## config.mk

```make
export PLATFORM = sky130hd
export DESIGN_NAME = cfg_seq_top
export DESIGN_NICKNAME = d
export VERILOG_FILES = /design/src/rtl/cfg_seq_pkg.sv /design/src/rtl/phase_timer.sv /design/src/rtl/init_qual.sv /design/src/rtl/cfg_seq_top.sv
export SDC_FILE = /design/constraint.sdc
export NUM_CORES = 1
export LEC_CHECK = 0
export ABC_AREA = 1
export BUFFER_PORTS_ARGS = -buffer_cell sky130_fd_sc_hd__clkbuf_2
export CORE_ASPECT_RATIO = 1.4
export CORE_MARGIN = 4
export CORE_UTILIZATION = 50
export DETAILED_ROUTE_END_ITERATION = 10
export GPL_TIMING_DRIVEN = 1
export PLACE_DENSITY_LB_ADDON = 0.25
export SLEW_MARGIN = 20
export SYNTH_ARGS = -nofsm -noshare
export SYNTH_HDL_FRONTEND = slang
export SYNTH_SLANG_ARGS = --single-unit
```

## constraint.sdc

```tcl
create_clock -name clk_i -period 1.7 [get_ports clk_i]
set_clock_uncertainty 0.05 [all_clocks]
set_input_delay 0.255 -clock clk_i [delete_from_list [all_inputs] [get_ports clk_i]]
set_output_delay 0.255 -clock clk_i [all_outputs]
set_load 0.1 [all_outputs]
```

## src/rtl/cfg_seq_pkg.sv

```systemverilog
package cfg_seq_pkg;
  typedef enum logic [1:0] {
    PH_INIT = 2'b00,
    PH_CFG  = 2'b01,
    PH_STUP = 2'b10,
    PH_OPER = 2'b11
  } phase_e;
endpackage

```

## src/rtl/phase_timer.sv

```systemverilog
module phase_timer #(
  parameter int LIMIT = 4,
  localparam int CNT_W = (LIMIT > 1) ? $clog2(LIMIT) : 1
) (
  input  logic clk_i,
  input  logic rst_ni,
  input  logic clr_i,
  input  logic en_i,
  output logic hit_o
);
  logic [CNT_W-1:0] cnt_q;

  assign hit_o = (cnt_q == CNT_W'(LIMIT - 1));

  always_ff @(posedge clk_i or negedge rst_ni) begin
    if (!rst_ni)              cnt_q <= '0;
    else if (clr_i)           cnt_q <= '0;
    else if (en_i && !hit_o)  cnt_q <= cnt_q + 1'b1;
  end
endmodule

```

## src/rtl/init_qual.sv

```systemverilog
module init_qual (
  input  logic clk_i,
  input  logic rst_ni,
  input  logic arm_i,
  input  logic line_i,
  output logic go_o
);
  logic seen_q;

  assign go_o = arm_i && line_i && seen_q;

  always_ff @(posedge clk_i or negedge rst_ni) begin
    if (!rst_ni) seen_q <= 1'b0;
    else         seen_q <= arm_i && line_i;
  end


  go_needs_two_chk: assert property (@(posedge clk_i) disable iff (!rst_ni)
    go_o |-> ($past(line_i) && $past(arm_i) && line_i));
endmodule

```

## src/rtl/cfg_seq_top.sv

```systemverilog
module cfg_seq_top
  import cfg_seq_pkg::*;
#(
  parameter int INIT_DLY = 4,
  parameter int TMO_CYC  = 64,
  parameter int SU_CYC   = 3
) (
  input  logic       clk_i,
  input  logic       rst_ni,
  input  logic       reset_pin_ni,
  input  logic       prog_ni,
  input  logic       init_line_i,
  input  logic [2:0] mode_i,
  input  logic       cfg_done_i,
  input  logic       gts_i,
  output logic       init_rel_o,
  output logic       done_o,
  output logic       hdc_o,
  output logic       ldc_no,
  output logic       user_rst_o,
  output logic       io_oe_o,
  output logic [2:0] mode_o,
  output logic       cfg_err_o,
  output logic [1:0] phase_o
);
  phase_e     phase_q, phase_d;
  logic       init_rel_q, urst_q, err_q;
  logic [2:0] mode_q;
  logic       idly_hit, tmo_hit, su_hit, qual_go, qual_arm, abort;

  assign abort    = !reset_pin_ni || !prog_ni;
  assign qual_arm = (phase_q == PH_INIT) && init_rel_q && reset_pin_ni && prog_ni;

  phase_timer #(.LIMIT(INIT_DLY)) u_idly (
    .clk_i, .rst_ni,
    .clr_i(phase_q != PH_INIT),
    .en_i (!init_rel_q),
    .hit_o(idly_hit)
  );

  phase_timer #(.LIMIT(TMO_CYC)) u_tmo (
    .clk_i, .rst_ni,
    .clr_i(phase_q != PH_CFG),
    .en_i (1'b1),
    .hit_o(tmo_hit)
  );

  phase_timer #(.LIMIT(SU_CYC)) u_su (
    .clk_i, .rst_ni,
    .clr_i(phase_q != PH_STUP),
    .en_i (1'b1),
    .hit_o(su_hit)
  );

  init_qual u_qual (
    .clk_i, .rst_ni,
    .arm_i (qual_arm),
    .line_i(init_line_i),
    .go_o  (qual_go)
  );

  always_comb begin
    phase_d = phase_q;
    unique case (phase_q)
      PH_INIT: if (qual_go) phase_d = PH_CFG;
      PH_CFG: begin
        if (abort)           phase_d = PH_INIT;
        else if (cfg_done_i) phase_d = PH_STUP;
        else if (tmo_hit)    phase_d = PH_INIT;
      end
      PH_STUP: begin
        if (!prog_ni)    phase_d = PH_INIT;
        else if (su_hit) phase_d = PH_OPER;
      end
      PH_OPER: if (!prog_ni) phase_d = PH_INIT;
      default: phase_d = PH_INIT;
    endcase
  end

  always_ff @(posedge clk_i or negedge rst_ni) begin
    if (!rst_ni) begin
      phase_q    <= PH_INIT;
      init_rel_q <= 1'b0;
      urst_q     <= 1'b1;
      err_q      <= 1'b0;
      mode_q     <= '0;
    end else begin
      phase_q    <= phase_d;
      init_rel_q <= (phase_d == PH_INIT) &&
                    (init_rel_q || ((phase_q == PH_INIT) && idly_hit));
      // lift user reset only after a full cycle with done high
      urst_q     <= !(phase_q[1] && phase_d[1]);
      if (phase_q == PH_CFG && phase_d == PH_STUP)
        err_q <= 1'b0;
      else if (phase_q == PH_CFG && !abort && !cfg_done_i && tmo_hit)
        err_q <= 1'b1;
      if (phase_q == PH_INIT && phase_d == PH_CFG)
        mode_q <= mode_i;
    end
  end

  assign init_rel_o = init_rel_q;
  assign done_o     = phase_q[1];
  assign hdc_o      = !phase_q[1];
  assign ldc_no     = phase_q[1];
  assign user_rst_o = urst_q;
  assign io_oe_o    = (phase_q == PH_OPER) && !gts_i;
  assign mode_o     = mode_q;
  assign cfg_err_o  = err_q;
  assign phase_o    = phase_q;


  io_off_loading_chk: assert property (@(posedge clk_i) disable iff (!rst_ni)
    (phase_o inside {2'b00, 2'b01}) |-> !io_oe_o);


  urst_held_at_done_chk: assert property (@(posedge clk_i) disable iff (!rst_ni)
    $rose(done_o) |-> user_rst_o);


  urst_lift_after_done_chk: assert property (@(posedge clk_i) disable iff (!rst_ni)
    ($rose(done_o) && prog_ni) |=> !user_rst_o);


  cfg_abort_chk: assert property (@(posedge clk_i) disable iff (!rst_ni)
    (phase_q == PH_CFG && abort) |=> phase_q == PH_INIT);


  no_cfg_while_pin_low_chk: assert property (@(posedge clk_i) disable iff (!rst_ni)
    (phase_q == PH_INIT && abort) |=> phase_q == PH_INIT);


  reset_pin_ignored_chk: assert property (@(posedge clk_i) disable iff (!rst_ni)
    (phase_q == PH_OPER && prog_ni) |=> phase_q == PH_OPER);


  mode_hold_chk: assert property (@(posedge clk_i) disable iff (!rst_ni)
    (phase_q != PH_INIT) |=> $stable(mode_o));


  startup_bound_chk: assert property (@(posedge clk_i) disable iff (!rst_ni)
    (phase_q == PH_STUP && $past(phase_q) == PH_STUP && $past(phase_q, 2) == PH_STUP)
      |=> phase_q != PH_STUP);
endmodule

```

==> flow_results.xml <==
<?xml version="1.0" encoding="UTF-8"?>
<metrics>
  <group name="run_status">
    <metric name="run_status" unit="">completed</metric>
  </group>
  <group name="timing">
    <metric name="min_clock_period_post_route" unit="ns">1.599</metric>
    <metric name="timing.final.crit_share" unit="">0.9409</metric>
    <metric name="timing_worst_slew_pin_value" unit="ns">0.5413</metric>
    <metric name="setup_ws" unit="ns">0.1005</metric>
    <metric name="whs" unit="ns">0.1211</metric>
    <metric name="maxClockFrequency" unit="MHz">625.2</metric>
    <metric name="tns" unit="ns">0</metric>
    <metric name="rsz0062_at_grt" unit="">false</metric>
    <metric name="slew_headroom" unit="">0.6407</metric>
    <metric name="finalHoldViolCount" unit="">0</metric>
    <metric name="drv_slew" unit="">0</metric>
    <metric name="setup-violations-final" unit="">0</metric>
  </group>
  <group name="drt">
    <metric name="detailroute.via_count" unit="">751</metric>
    <metric name="routed_wire_length_per_instance" unit="um">12.01</metric>
    <metric name="dr.pass1.iters" unit="">4</metric>
    <metric name="wl" unit="um">1777</metric>
    <metric name="viasPerCell" unit="">5.074</metric>
    <metric name="remaining_drc_errors" unit="">0</metric>
    <metric name="ant_nets" unit="">0</metric>
    <metric name="drt_iter0_drc" unit="">8</metric>
  </group>
  <group name="logic_synthesis">
    <metric name="ys_seq_area_frac" unit="">0.5114</metric>
    <metric name="ys_seq_elements" unit="">19</metric>
    <metric name="synthesis.area" unit="um^2">932.1</metric>
    <metric name="synthesis.yosys.warnings" unit="">0</metric>
    <metric name="yosys.cell_types.count" unit="">26</metric>
    <metric name="synthesis.nets" unit="">117</metric>
    <metric name="synth_top_cell_by_area" unit="">dfrtp_1</metric>
    <metric name="portion_of_synthesized_cell_area_occupied_by_the_leading_cell_type" unit="">0.4832</metric>
    <metric name="synthesis.instances" unit="">104</metric>
    <metric name="synth_area_per_cell" unit="um^2">8.963</metric>
    <metric name="top_area_cells_in_the_synthesized_netlist" unit="">dfrtp_1, inv_1, o21ai_0</metric>
  </group>
  <group name="global_routing">
    <metric name="grt_antenna_before_repair" unit="">0</metric>
    <metric name="largest_net_degree_at_the_start_of_global_routing" unit="">20</metric>
    <metric name="globalRoute.totalOverflow" unit="">0</metric>
    <metric name="via_count_of_the_first_global_routing_pass" unit="">778</metric>
    <metric name="grtUsageTotal" unit="">0.1663</metric>
    <metric name="grt_first_pass_wirelength" unit="um">3208</metric>
  </group>
  <group name="cells_and_area">
    <metric name="finish.utilization" unit="">0.6442</metric>
    <metric name="fillers" unit="">155</metric>
    <metric name="antenna_cells_inserted" unit="">0</metric>
    <metric name="finalInstanceArea" unit="um^2">1146</metric>
    <metric name="syn_to_final_growth" unit="%">22.95</metric>
    <metric name="post_route_cells_drive_above_1_share" unit="">0.3281</metric>
    <metric name="number_of_nets_in_the_layout" unit="">142</metric>
    <metric name="layoutNonFillerInstCount" unit="">148</metric>
  </group>
  <group name="clock_network">
    <metric name="clk_path_buf_depth" unit="">2</metric>
    <metric name="tritoncts" unit="">done</metric>
    <metric name="worst_setup_hold_path_clk_slew" unit="ns">0.10</metric>
    <metric name="cts.sinks" unit="">19</metric>
    <metric name="number_of_h_tree_levels" unit="">1</metric>
    <metric name="clock_latency" unit="ns">0.29</metric>
    <metric name="cts.root.buffer_cell" unit="">clkbuf_4</metric>
    <metric name="total_cts_buffers" unit="">3</metric>
    <metric name="cts.repair_timing.setup_buffer_count" unit="">0</metric>
  </group>
  <group name="critical_path">
    <metric name="crit_path_end_kind" unit="">output pin</metric>
    <metric name="path_buf_inv" unit="">1</metric>
    <metric name="crit_path_cell_trace" unit="">clkbuf_2</metric>
    <metric name="worstPathRequired" unit="ns">1.39</metric>
    <metric name="critical_path.max_stage_delay" unit="ns">0.52</metric>
    <metric name="critPathTopFamily" unit="">flip-flops</metric>
    <metric name="crit_path_top_delay_cell" unit="">dfrtp_4</metric>
    <metric name="cp_max_fanout" unit="">6</metric>
    <metric name="timing.setup.critical_path_class" unit="">reg2out</metric>
    <metric name="worst_setup_path_start_kind" unit="">register</metric>
    <metric name="crit_arrival" unit="ns">1.29</metric>
  </group>
  <group name="run">
    <metric name="cap_violations" unit="">0</metric>
  </group>
  <group name="placement">
    <metric name="port-buffer-count" unit="">21</metric>
    <metric name="detailed_place_hpwl" unit="um">1441</metric>
    <metric name="gp_congestion" unit="">0.8221</metric>
    <metric name="post-place-ws" unit="ns">0.3192</metric>
    <metric name="detailed_place.area" unit="um^2">1110</metric>
    <metric name="placedCellCount" unit="">143</metric>
  </group>
  <group name="floorplanning">
    <metric name="floorplan.die.height" unit="um">59.09</metric>
    <metric name="dieArea" unit="um^2">2629</metric>
    <metric name="num_io_pins" unit="">22</metric>
    <metric name="core_region_area" unit="um^2">1779</metric>
    <metric name="initial_utilization" unit="">0.5239</metric>
    <metric name="row_count" unit="">18</metric>
    <metric name="dieWidth" unit="um">44.49</metric>
  </group>
  <group name="pwr">
    <metric name="static_leakage_power" unit="nW">0.6233</metric>
    <metric name="vdd_ir_drop_max" unit="mV">0.9630</metric>
    <metric name="power.density_cell_area" unit="nW/um^2">1065</metric>
    <metric name="total_power" unit="mW">1.221</metric>
  </group>
  <group name="worst_hold_path">
    <metric name="worstHoldPathType" unit="">in2reg</metric>
  </group>
</metrics>
final cells by class:
type                    count  area, um^2  area share
clock buffers               4       26.28     0.02293
inverters                  18       80.08     0.06987
multi-input cells          65       384.1      0.3352
flip-flops and latches     19       485.5      0.4236
repair buffers             22       145.1      0.1266
well taps                  20       25.02     0.02183
cells by family after synthesis:
group                      count (synthesis)  share of synthesized area
buffers and inverters                     20                    0.08858
and+or+nand+nor                           41                     0.2309
xor gates and xnor gates                   1                   0.009398
muxes                                      1                    0.01074
AOI/OAI and AO/OA                         19                     0.1087
DFF                                       19                     0.5114
adders and majority gates                  3                    0.04027
path summary, 6_finish.rpt:
path / start / end / slack [ns] / cells past startpoint
max: phase_o[1]$_DFF_PN0_ / phase_o[1] / 0.10 / 1
min: prog_ni / user_rst_o$_DFF_PN1_ / 0.12 / 2
max reg2reg: u_tmo.cnt_q[0]$_DFFE_PN0P_ / init_rel_o$_DFF_PN0_ / 0.31 / 9
min reg2reg: u_idly.cnt_q[0]$_DFFE_PN0P_ / u_idly.cnt_q[0]$_DFFE_PN0P_ / 0.44 / 1
max in group asynchronous: rst_ni / phase_o[0]$_DFF_PN0_ / 0.86 / 2
min in group asynchronous: rst_ni / u_tmo.cnt_q[5]$_DFFE_PN0P_ / 0.39 / 2
timing repair:
action	in CTS	in global routing
hold buffers	1	0
gates resized for setup	0	0
endpoints found under the hold margin	18	0
state kept, by name, summed over array words and instances (netlist names):
name	flops
init_rel_o	1
u_tmo.cnt_q	6
user_rst_o	1
cfg_err_o	1
mode_o	3
phase_o	2
u_su.cnt_q	2
u_qual.seen_q	1
u_idly.cnt_q	2
metal layers:
layer | routed length, um | part of all wire | GRT usage | up-vias
met3 | 57 | 0.032 | 0.02736 | 2
met1 | 689 | 0.39 | 0.1893 | 356
met2 | 1011 | 0.57 | 0.2875 | 12
met5 | 0 | 0 | 0 | -
li1 | - | - | - | 381
met4 | 19 | 0.011 | 0.09052 | 0
cells in the final DEF (no fill, tap or decap), types with 2 or more instances in the layout:
cell	synthesis	final
ha_1	3	3
dfrtp_4	0	2
o21ai_0	10	10
nor2_2	2	2
nand2_2	6	6
clkbuf_2	0	19
nand2_1	12	12
inv_1	17	17
nor2_1	6	6
nand3_1	5	5
nand4_1	2	2
dfrtp_1	18	15
a21oi_1	5	5
clkbuf_4	0	3
nor3_1	3	2
buf_12	0	2
power by group:
| group | total [mW] | internal, mW | switching, mW |
|---|---|---|---|
| clock network | 0.219 | 0.0912 | 0.128 |
| logic | 0.448 | 0.0914 | 0.356 |
| registers | 0.554 | 0.515 | 0.0389 |
| total | 1.22 | 0.698 | 0.523 |
Yosys cell counts:
library cell  number
a21oi_1            5
a31oi_1            1
buf_4              2
dfrtp_1           18
dfstp_2            1
ha_1               3
inv_1             17
inv_2              1
mux2i_1            1
nand2_1           12
nand2_2            6
nand2_4            1
nand3_1            5
nand3_2            1
nand4_1            2
nor2_1             6
nor2_2             2
nor2_4             1
nor3_1             3
nor4_1             1
o21a_1             1
o21ai_0           10
o21ai_1            1
o21bai_1           1
or2_2              1
xor2_1             1
No activity file was read; power rests on OpenSTA's default activity.
